==> src/rtl/coex_pkg.sv <==
package coex_pkg;

  localparam int unsigned COEX_PINS  = 4;
  localparam int unsigned MODE_W     = 3;

  // Pin roles; bit positions matter because the neighbour chip decodes them.
  localparam int unsigned PIN_GATE   = 0; // confirm / not-allowed / medium-free input
  localparam int unsigned PIN_REQ    = 1; // request or local-busy output
  localparam int unsigned PIN_STAT   = 2; // priority status output
  localparam int unsigned PIN_OPT    = 3; // peer high-priority input

  typedef enum logic [MODE_W-1:0] {
    MODE_ARB       = 3'd0,
    MODE_LAN_MST   = 3'd1,
    MODE_LOCAL_MST = 3'd2,
    MODE_TWO_WIRE  = 3'd3,
    MODE_ALTERNATE = 3'd4
  } coex_mode_e;

  function automatic logic mode_is_legal(input logic [MODE_W-1:0] code);
    return code <= 3'd4;
  endfunction

endpackage

==> src/rtl/coex_sync.sv <==
module coex_sync #(
  parameter int unsigned WIDTH  = 2,
  parameter int unsigned STAGES = 2
) (
  input  logic             clk,
  input  logic             rst_n,
  input  logic [WIDTH-1:0] async_in,
  output logic [WIDTH-1:0] sync_out
);

  logic [WIDTH-1:0] stage_q [STAGES];

  generate
    for (genvar s = 0; s < STAGES; s++) begin : g_stage
      if (s == 0) begin : g_first
        always_ff @(posedge clk or negedge rst_n) begin
          if (!rst_n) stage_q[s] <= '0;
          else        stage_q[s] <= async_in;
        end
      end else begin : g_next
        always_ff @(posedge clk or negedge rst_n) begin
          if (!rst_n) stage_q[s] <= '0;
          else        stage_q[s] <= stage_q[s-1];
        end
      end
    end
  endgenerate

  assign sync_out = stage_q[STAGES-1];

endmodule

==> src/rtl/coex_mode_reg.sv <==
module coex_mode_reg
  import coex_pkg::*;
(
  input  logic              clk,
  input  logic              rst_n,
  input  logic              cfg_we,
  input  logic [MODE_W-1:0] cfg_mode,
  output coex_mode_e        mode_q
);

  coex_mode_e mode_d;
  logic       load_en;

  always_comb begin
    load_en = cfg_we && mode_is_legal(cfg_mode);
    mode_d  = coex_mode_e'(cfg_mode);
  end

  always_ff @(posedge clk or negedge rst_n) begin
    if (!rst_n)       mode_q <= MODE_ARB;
    else if (load_en) mode_q <= mode_d;
  end

endmodule

==> src/rtl/coex_pin_map.sv <==
module coex_pin_map
  import coex_pkg::*;
(
  input  logic                 coex_en,
  input  coex_mode_e           mode,
  input  logic                 host_master,
  input  logic                 act_req,
  input  logic                 act_prio,
  input  logic                 gate_s,   // synchronised pin 1
  input  logic                 peer_hp_s,// synchronised pin 4
  output logic [COEX_PINS-1:0] out_d,
  output logic [COEX_PINS-1:0] oe_d,
  output logic                 allowed_d
);

  always_comb begin
    out_d     = '0;
    oe_d      = '0;
    allowed_d = act_req;
    if (coex_en) begin
      unique case (mode)
        MODE_ARB: begin
          oe_d[PIN_REQ]   = 1'b1;
          oe_d[PIN_STAT]  = 1'b1;
          out_d[PIN_REQ]  = act_req;
          out_d[PIN_STAT] = act_req & act_prio;
          allowed_d       = act_req & gate_s & ~(peer_hp_s & ~act_prio);
        end
        MODE_LAN_MST: begin
          allowed_d = act_req & ~gate_s;
        end
        MODE_LOCAL_MST: begin
          oe_d[PIN_REQ]  = 1'b1;
          out_d[PIN_REQ] = act_req;
          allowed_d      = act_req;
        end
        MODE_TWO_WIRE: begin
          oe_d[PIN_REQ] = 1'b1;
          if (host_master) begin
            out_d[PIN_REQ] = act_req;
            allowed_d      = act_req;
          end else begin
            allowed_d      = act_req & ~gate_s;
          end
        end
        MODE_ALTERNATE: begin
          allowed_d = act_req & gate_s;
        end
        default: begin
          allowed_d = 1'b0;
        end
      endcase
    end
  end

endmodule

==> src/rtl/coex_arbiter.sv <==
module coex_arbiter
  import coex_pkg::*;
#(
  parameter int unsigned SYNC_STAGES = 2
) (
  input  logic                 clk,
  input  logic                 rst_n,
  input  logic                 coex_en,
  input  logic                 cfg_we,
  input  logic [MODE_W-1:0]    cfg_mode,
  input  logic                 host_master,
  input  logic                 act_req,
  input  logic                 act_prio,
  input  logic [COEX_PINS-1:0] pin_in,
  output logic [COEX_PINS-1:0] pin_out,
  output logic [COEX_PINS-1:0] pin_oe,
  output logic                 radio_allowed
);

  localparam int unsigned SYNC_W = 2;

  coex_mode_e          mode_q;
  logic [SYNC_W-1:0]   sync_raw;
  logic [SYNC_W-1:0]   sync_q;
  logic [COEX_PINS-1:0] out_d, oe_d;
  logic                allowed_d;
  logic                unused_pins;

  assign sync_raw    = {pin_in[PIN_OPT], pin_in[PIN_GATE]};
  assign unused_pins = ^{pin_in[PIN_REQ], pin_in[PIN_STAT]};

  coex_mode_reg u_mode (
    .clk      (clk),
    .rst_n    (rst_n),
    .cfg_we   (cfg_we),
    .cfg_mode (cfg_mode),
    .mode_q   (mode_q)
  );

  coex_sync #(.WIDTH(SYNC_W), .STAGES(SYNC_STAGES)) u_sync (
    .clk      (clk),
    .rst_n    (rst_n),
    .async_in (sync_raw),
    .sync_out (sync_q)
  );

  coex_pin_map u_map (
    .coex_en     (coex_en),
    .mode        (mode_q),
    .host_master (host_master),
    .act_req     (act_req),
    .act_prio    (act_prio),
    .gate_s      (sync_q[0]),
    .peer_hp_s   (sync_q[1]),
    .out_d       (out_d),
    .oe_d        (oe_d),
    .allowed_d   (allowed_d)
  );

  always_ff @(posedge clk or negedge rst_n) begin
    if (!rst_n) begin
      pin_out       <= '0;
      pin_oe        <= '0;
      radio_allowed <= 1'b0;
    end else begin
      pin_out       <= out_d;
      pin_oe        <= oe_d;
      radio_allowed <= allowed_d;
    end
  end

endmodule

==> config.mk <==
export PLATFORM = sky130hd
export DESIGN_NAME = coex_arbiter
export DESIGN_NICKNAME = d
export VERILOG_FILES = /design/src/rtl/coex_pkg.sv /design/src/rtl/coex_sync.sv /design/src/rtl/coex_mode_reg.sv /design/src/rtl/coex_pin_map.sv /design/src/rtl/coex_arbiter.sv
export SDC_FILE = /design/constraint.sdc
export NUM_CORES = 1
export LEC_CHECK = 0
export BUFFER_PORTS_ARGS = -buffer_cell sky130_fd_sc_hd__buf_2
export CORE_MARGIN = 2
export CORE_UTILIZATION = 38
export DETAILED_ROUTE_END_ITERATION = 10
export PLACE_DENSITY = 0.7
export SETUP_SLACK_MARGIN = 0.3
export SLEW_MARGIN = 30
export SYNTH_ARGS = -nofsm -noshare
export SYNTH_HDL_FRONTEND = slang
export SYNTH_SLANG_ARGS = --single-unit
==> constraint.sdc <==
create_clock -name clk -period 1.2 [get_ports clk]
set_input_delay 0.06 -clock clk [delete_from_list [all_inputs] [get_ports clk]]
set_output_delay 0.06 -clock clk [all_outputs]
set_load 0.02 [all_outputs]
# Word level (Yosys, flattened, before mapping)
# Cells that the tools add are included.
totals:
  ff_bits: 12
  inputBits: 14
  output_inout_bits: 9
  word_cells: 33
op_classes:
  magnitude_cmp: 1
  n_eq_ne: 4
  muxes: 10
  n_bitwise: 8
  n_reduce_logical: 4
ops:
  columns: ["cell", "n"]
  rows:
  - ["== test 3 x 2 -> 1 bit (second input constant)", 2]
  - ["2-to-1 mux 1 bit", 6]
  - ["AND 1 bit", 5]
  - ["one-hot mux 1 bit (5 select lines)", 1]
  - ["2-to-1 mux 2 bit", 2]
  - ["== test 3 x 1 -> 1 bit (second input constant)", 1]
  - ["== test 3 bit (second input constant)", 1]
  - ["<= comparator 3 bit (second input constant)", 1]
  - ["logical NOT 3 bit", 1]
  - ["inverter 1 bit", 3]
  - ["OR reduction 3 bit", 1]
  - ["one-hot mux 1 bit (2 select lines)", 1]
  - ["OR reduction 2 bit", 1]
  - ["logical AND 1 bit", 1]

# Logic depth before layout (Yosys ltp)
depth:
  depth_word: 6
  depth_mapped: 4
  ltp_nobuf: 3

# Cells and area by module
# From an unflattened synthesis, not the netlist that was laid out.
hier_totals:
  hier_cells: 48
  hier_area_um2: 610.6
modules_own_cells:
  columns: ["module", "instances", "cells_per_inst", "area_per_inst_um2", "seq_area_each_um2"]
  rows:
  - ["coex_arbiter", 1, 9, 225.2, 225.2]
  - ["coex_mode_reg", 1, 13, 140.1, 75.1]
  - ["coex_pin_map", 1, 20, 130.1, 0.0]
  - ["coex_sync", 1, 6, 115.1, 100.1]

# Worst setup path before layout
# OpenSTA, ideal clock, no wires.
synth_path:
  path_kind: "reg-to-reg"
  start: "register u_mode.mode_q[1]"
  end: "register radio_allowed"
  setup_ns: 0.128
  arrival_time_ns: 1.097
  required_time_ns: 1.072
  path_slack_ns: -0.025
  stages_incl_launch_ff: 5
  n_path_buf: 1
  period_less_slack_ns: 1.225
  path_cell_list: "dfrtp_1 buf_6 or4b_1 nand3_1 a31oi_1"
synth_between:
  elab_chain_len: 3
  word_cells_on_any_way: 7
  cone_classes: "eq/ne (4); mux (2); reduce/logical (1)"
synth_rtl:
  columns: ["element", "line", "text"]
  rows:
  - ["from (decl)", "coex_mode_reg.sv:8", "output coex_mode_e mode_q"]
  - ["from (signal assigned)", "coex_mode_reg.sv:21", "else if (load_en) mode_q <= mode_d;"]
  - ["== test 3 bit (tied with other cells)", "coex_pin_map.sv:21", "unique case (mode)"]
  - ["one-hot mux 1 bit (5 select lines) *", "coex_pin_map.sv:21", null]
  - ["2-to-1 mux 1 bit *", "coex_pin_map.sv:20", "if (coex_en) begin"]
  - ["named net allowed_d", "coex_arbiter.sv:26", "logic allowed_d;"]
  - ["to (signal assigned)", "coex_arbiter.sv:68", "radio_allowed <= allowed_d;"]
  - ["to (decl)", "coex_arbiter.sv:17", "output logic radio_allowed"]
# The timed path passes the listed nets; every way through them passes the cells marked *.
# A chain may end at the register's enable or synchronous reset.

# Final worst setup path
layout_path:
  start: "register u_sync.stage_q, in the netlist u_sync.sync_out[0]"
  end: "register radio_allowed"
layout_between:
  elab_chain_len: 5
  word_cells_on_any_way: 7
  cone_classes: "mux (3); bitwise (4)"
layout_rtl:
  columns: ["element", "line", "text"]
  rows:
  - ["from (decl)", "coex_sync.sv:11", "logic [WIDTH-1:0] stage_q [STAGES];"]
  - ["from (signal, indexed assignment)", "coex_sync.sv:23", "else stage_q[s] <= stage_q[s-1];"]
  - ["inverter 1 bit", "coex_pin_map.sv:30, coex_pin_map.sv:43", null]
  - ["AND 1 bit", "coex_pin_map.sv:30, coex_pin_map.sv:43", null]
  - ["2-to-1 mux 1 bit", "coex_pin_map.sv:39", "if (host_master) begin"]
  - ["one-hot mux 1 bit (5 select lines) *", "coex_pin_map.sv:21", null]
  - ["2-to-1 mux 1 bit *", "coex_pin_map.sv:20", null]
  - ["named net allowed_d", "coex_arbiter.sv:26", null]
# Marks and branches as above.

==> results.cfg <==
[clock_tree]
clock_latency_ns = 0.26
clock-sinks = 12
cts_made_buffers = 3
cts_root_buffer = clkbuf_4
path_clk_slew_ns = 0.07
h-tree-depth = 1
clock_path_buffers = 2
cts_tree = yes

[die]
row_count = 13
io_pins = 23
start_util_pct = 39.4
dieHeight_um = 40.3
core_um2 = 1270
design.die.area_um2 = 1620
die_w_um = 40.3

[global_route]
grt_max_degree = 13
grt_overflow = 0
grt_usage_pct = 12.2
antenna_found_initial = 0
grt_pass1_wl_mm = 1.19
grt_pass1_vias = 301

[final_layout]
antenna_cells = 0
layout_common_cells = 16 x buf_2, 12 x dfrtp_1, 4 x nand2_1, 4 x conb_1
finalNonFillerCells = 84
fill_cells = 118
areaGrowthSynthToFinish_pct = 37.0
layout_commonest_cell = buf_2
drive_gt1_share_pct = 40.6
final_nets = 85
final_util_pct = 54.0

[power]
sw_frac_of_total_pct = 26.4
cellPowerDensity_nw_per_um2 = 1270
ir_worst_vdd_mv = 0.668
p_sw_w = 0.000229
finalPower_w = 0.000868
p_seq_share_pct = 51.6
comb_power_share_pct = 22.1
power_leakage_nw = 0.348
p_clk_share_pct = 26.3
internal_power_w = 0.000639

[critical_path]
crit_end = radio_allowed
max_stage_delay_ns = 0.52
r2r_end = radio_allowed
crit_chain = or4b_1 > nand3_1 > a31oi_1
crit_start = u_sync.sync_out[0]
crit_type = reg -> reg
critPathLaunchType = flip-flop
cpMaxStageDelayCell = or4b_1
path_max_fanout = 2
crit_arrival_ns = 1.28
path_buf_inv = 0
critPathRequiredTime_ns = 1.34
rrSetupSlack_ns = 0.06
r2r_start = u_sync.sync_out[0]
path_depth = 3
end_kind = flip-flop
reg2reg_depth = 3
cp_top_family = simple AND/OR/NAND/NOR gates

[synth]
synth_top_cell_by_area = dfrtp_1
synth_top_area_share_pct = 60.0
synth_cell_type_count = 19
yosysWarnings = 0
synth_area_per_cell_um2 = 10.9
yosys-top-cells-area = dfrtp_1 60%, buf_4 6.0%, a31oi_1 5.0%
ys_seq_area_share_pct = 60.0
syn_inst = 46
syn_area_um2 = 500
ys_seq_elements = 12

[placement]
dpl_worst_slack_ns = 0.0708
gp_congestion = 0.726
dp.cells = 76
portBuffers = 16
dp_hpwl_um = 574

[sta]
hold_violations = 0
rsz0062_at_grt = yes
worst_slack_ns = 0.0611
fin_worst_skew_ns = 0.00116
max_freq_ghz = 0.878
period_share_pct = 94.9
min_period_ns = 1.14
tns_ns = 0
setup_viol = 0
finalMaxSlewViolations = 0

[route]
dr.pass1.iters = 1
ant_nets = 0
drt_iter0_drc = 0
wl_per_cell_um = 9.65
post-route-drc-count = 0
vias_per_cell = 4.39
vias = 369
wirelength_um = 811

[min_path]
hold_path.class = in -> reg

[flow_run]
drv_cap = 0

[status]
status = finished, final reports clean
## cell type report
type                            instances  area [µm²]  area share [%]
Multi-Input combinational cell         28         189            27.6
Timing Repair Buffer                   23         144            21.0
Tap cell                               15        18.8            2.74
Inverter                                3        11.3            1.64
Sequential cell                        12         300            43.8
Clock buffer                            3        22.5            3.28
## sequential cells by signal, indices dropped and copies added, names as in the netlist
signal	flops
pin_oe	2
u_sync.stage_q	2
pin_out	2
u_mode.mode_q	3
u_sync.sync_out	2
radio_allowed	1
## per-stage QoR
stage / instance area [µm²] / hold slack [ns]
2_1_floorplan: 518 / -0.236
3_3_place_gp: 579 / -0.0570
3_5_place_dp: 579 / -0.0529
4_1_cts: 639 / 0.0117
5_1_grt: 686 / 0.0490
6_report: 686 / 0.0525
## worst reg2reg max path, stage by stage, from the launching register on
cell	delay, ns
dfrtp_1	0.38
or4b_1	0.52
nand3_1	0.08
a31oi_1	0.04
## cells by family after synthesis
| kind of cell | after synthesis | share of synthesized area (%) |
|---|---|---|
| other cells | 1 | 0.749 |
| buf+inv | 9 | 11.5 |
| flops | 12 | 60.0 |
| compound gates | 8 | 10.3 |
| simple gates | 16 | 17.5 |
## metal layers
metal  vias to the layer above  track usage, %  wire, µm
met2                        15            18.5       384
met1                       160            13.2       349
met3                         2            3.33        67
met4                         0            12.5         8
met5                         -               0         0
li1                        192               -         -
## what timing repair did
action	CTS	global route
hold buffers	3	0
setup buffers	1	1
gates resized for setup	0	6
endpoints found under the hold margin	14	0
pin swaps	0	1
endpoints found under the setup margin	2	6
gates cloned	0	0
## power groups by stage
stage          Sequential, W  Combinational, W  Clock, W
5_1_grt             0.000453          0.000210  0.000262
2_1_floorplan       0.000473         0.0000983         0
6_report            0.000448          0.000191  0.000228
3_3_place_gp        0.000456          0.000149         0
4_1_cts             0.000447          0.000166  0.000242
3_5_place_dp        0.000457          0.000151         0
## synth_stat cells (all sizes together)
library cell	count
dfrtp	12
buf	6
a31oi	4
nand2	4
inv	3
nor2	3
nor2b	3
a21oi	2
a2bb2oi	1
conb	1
nand2b	1
nand3	1
nor3	1
nor4b	1
o211ai	1
or2b	1
or4b	1
## worst min-delay path by stage
stage	start	to	slack, ns	cells after the start
floorplan	rst_n	pin_oe[1]	-0.24	0
global placement	rst_n	pin_out[1]	-0.06	1
detailed placement	rst_n	pin_out[2]	-0.05	1
CTS	cfg_we	u_mode.mode_q[0]	0.01	2
global route	cfg_we	u_mode.mode_q[1]	0.05	2
finish	cfg_we	u_mode.mode_q[0]	0.05	2
(Power assumes the default switching activity.)
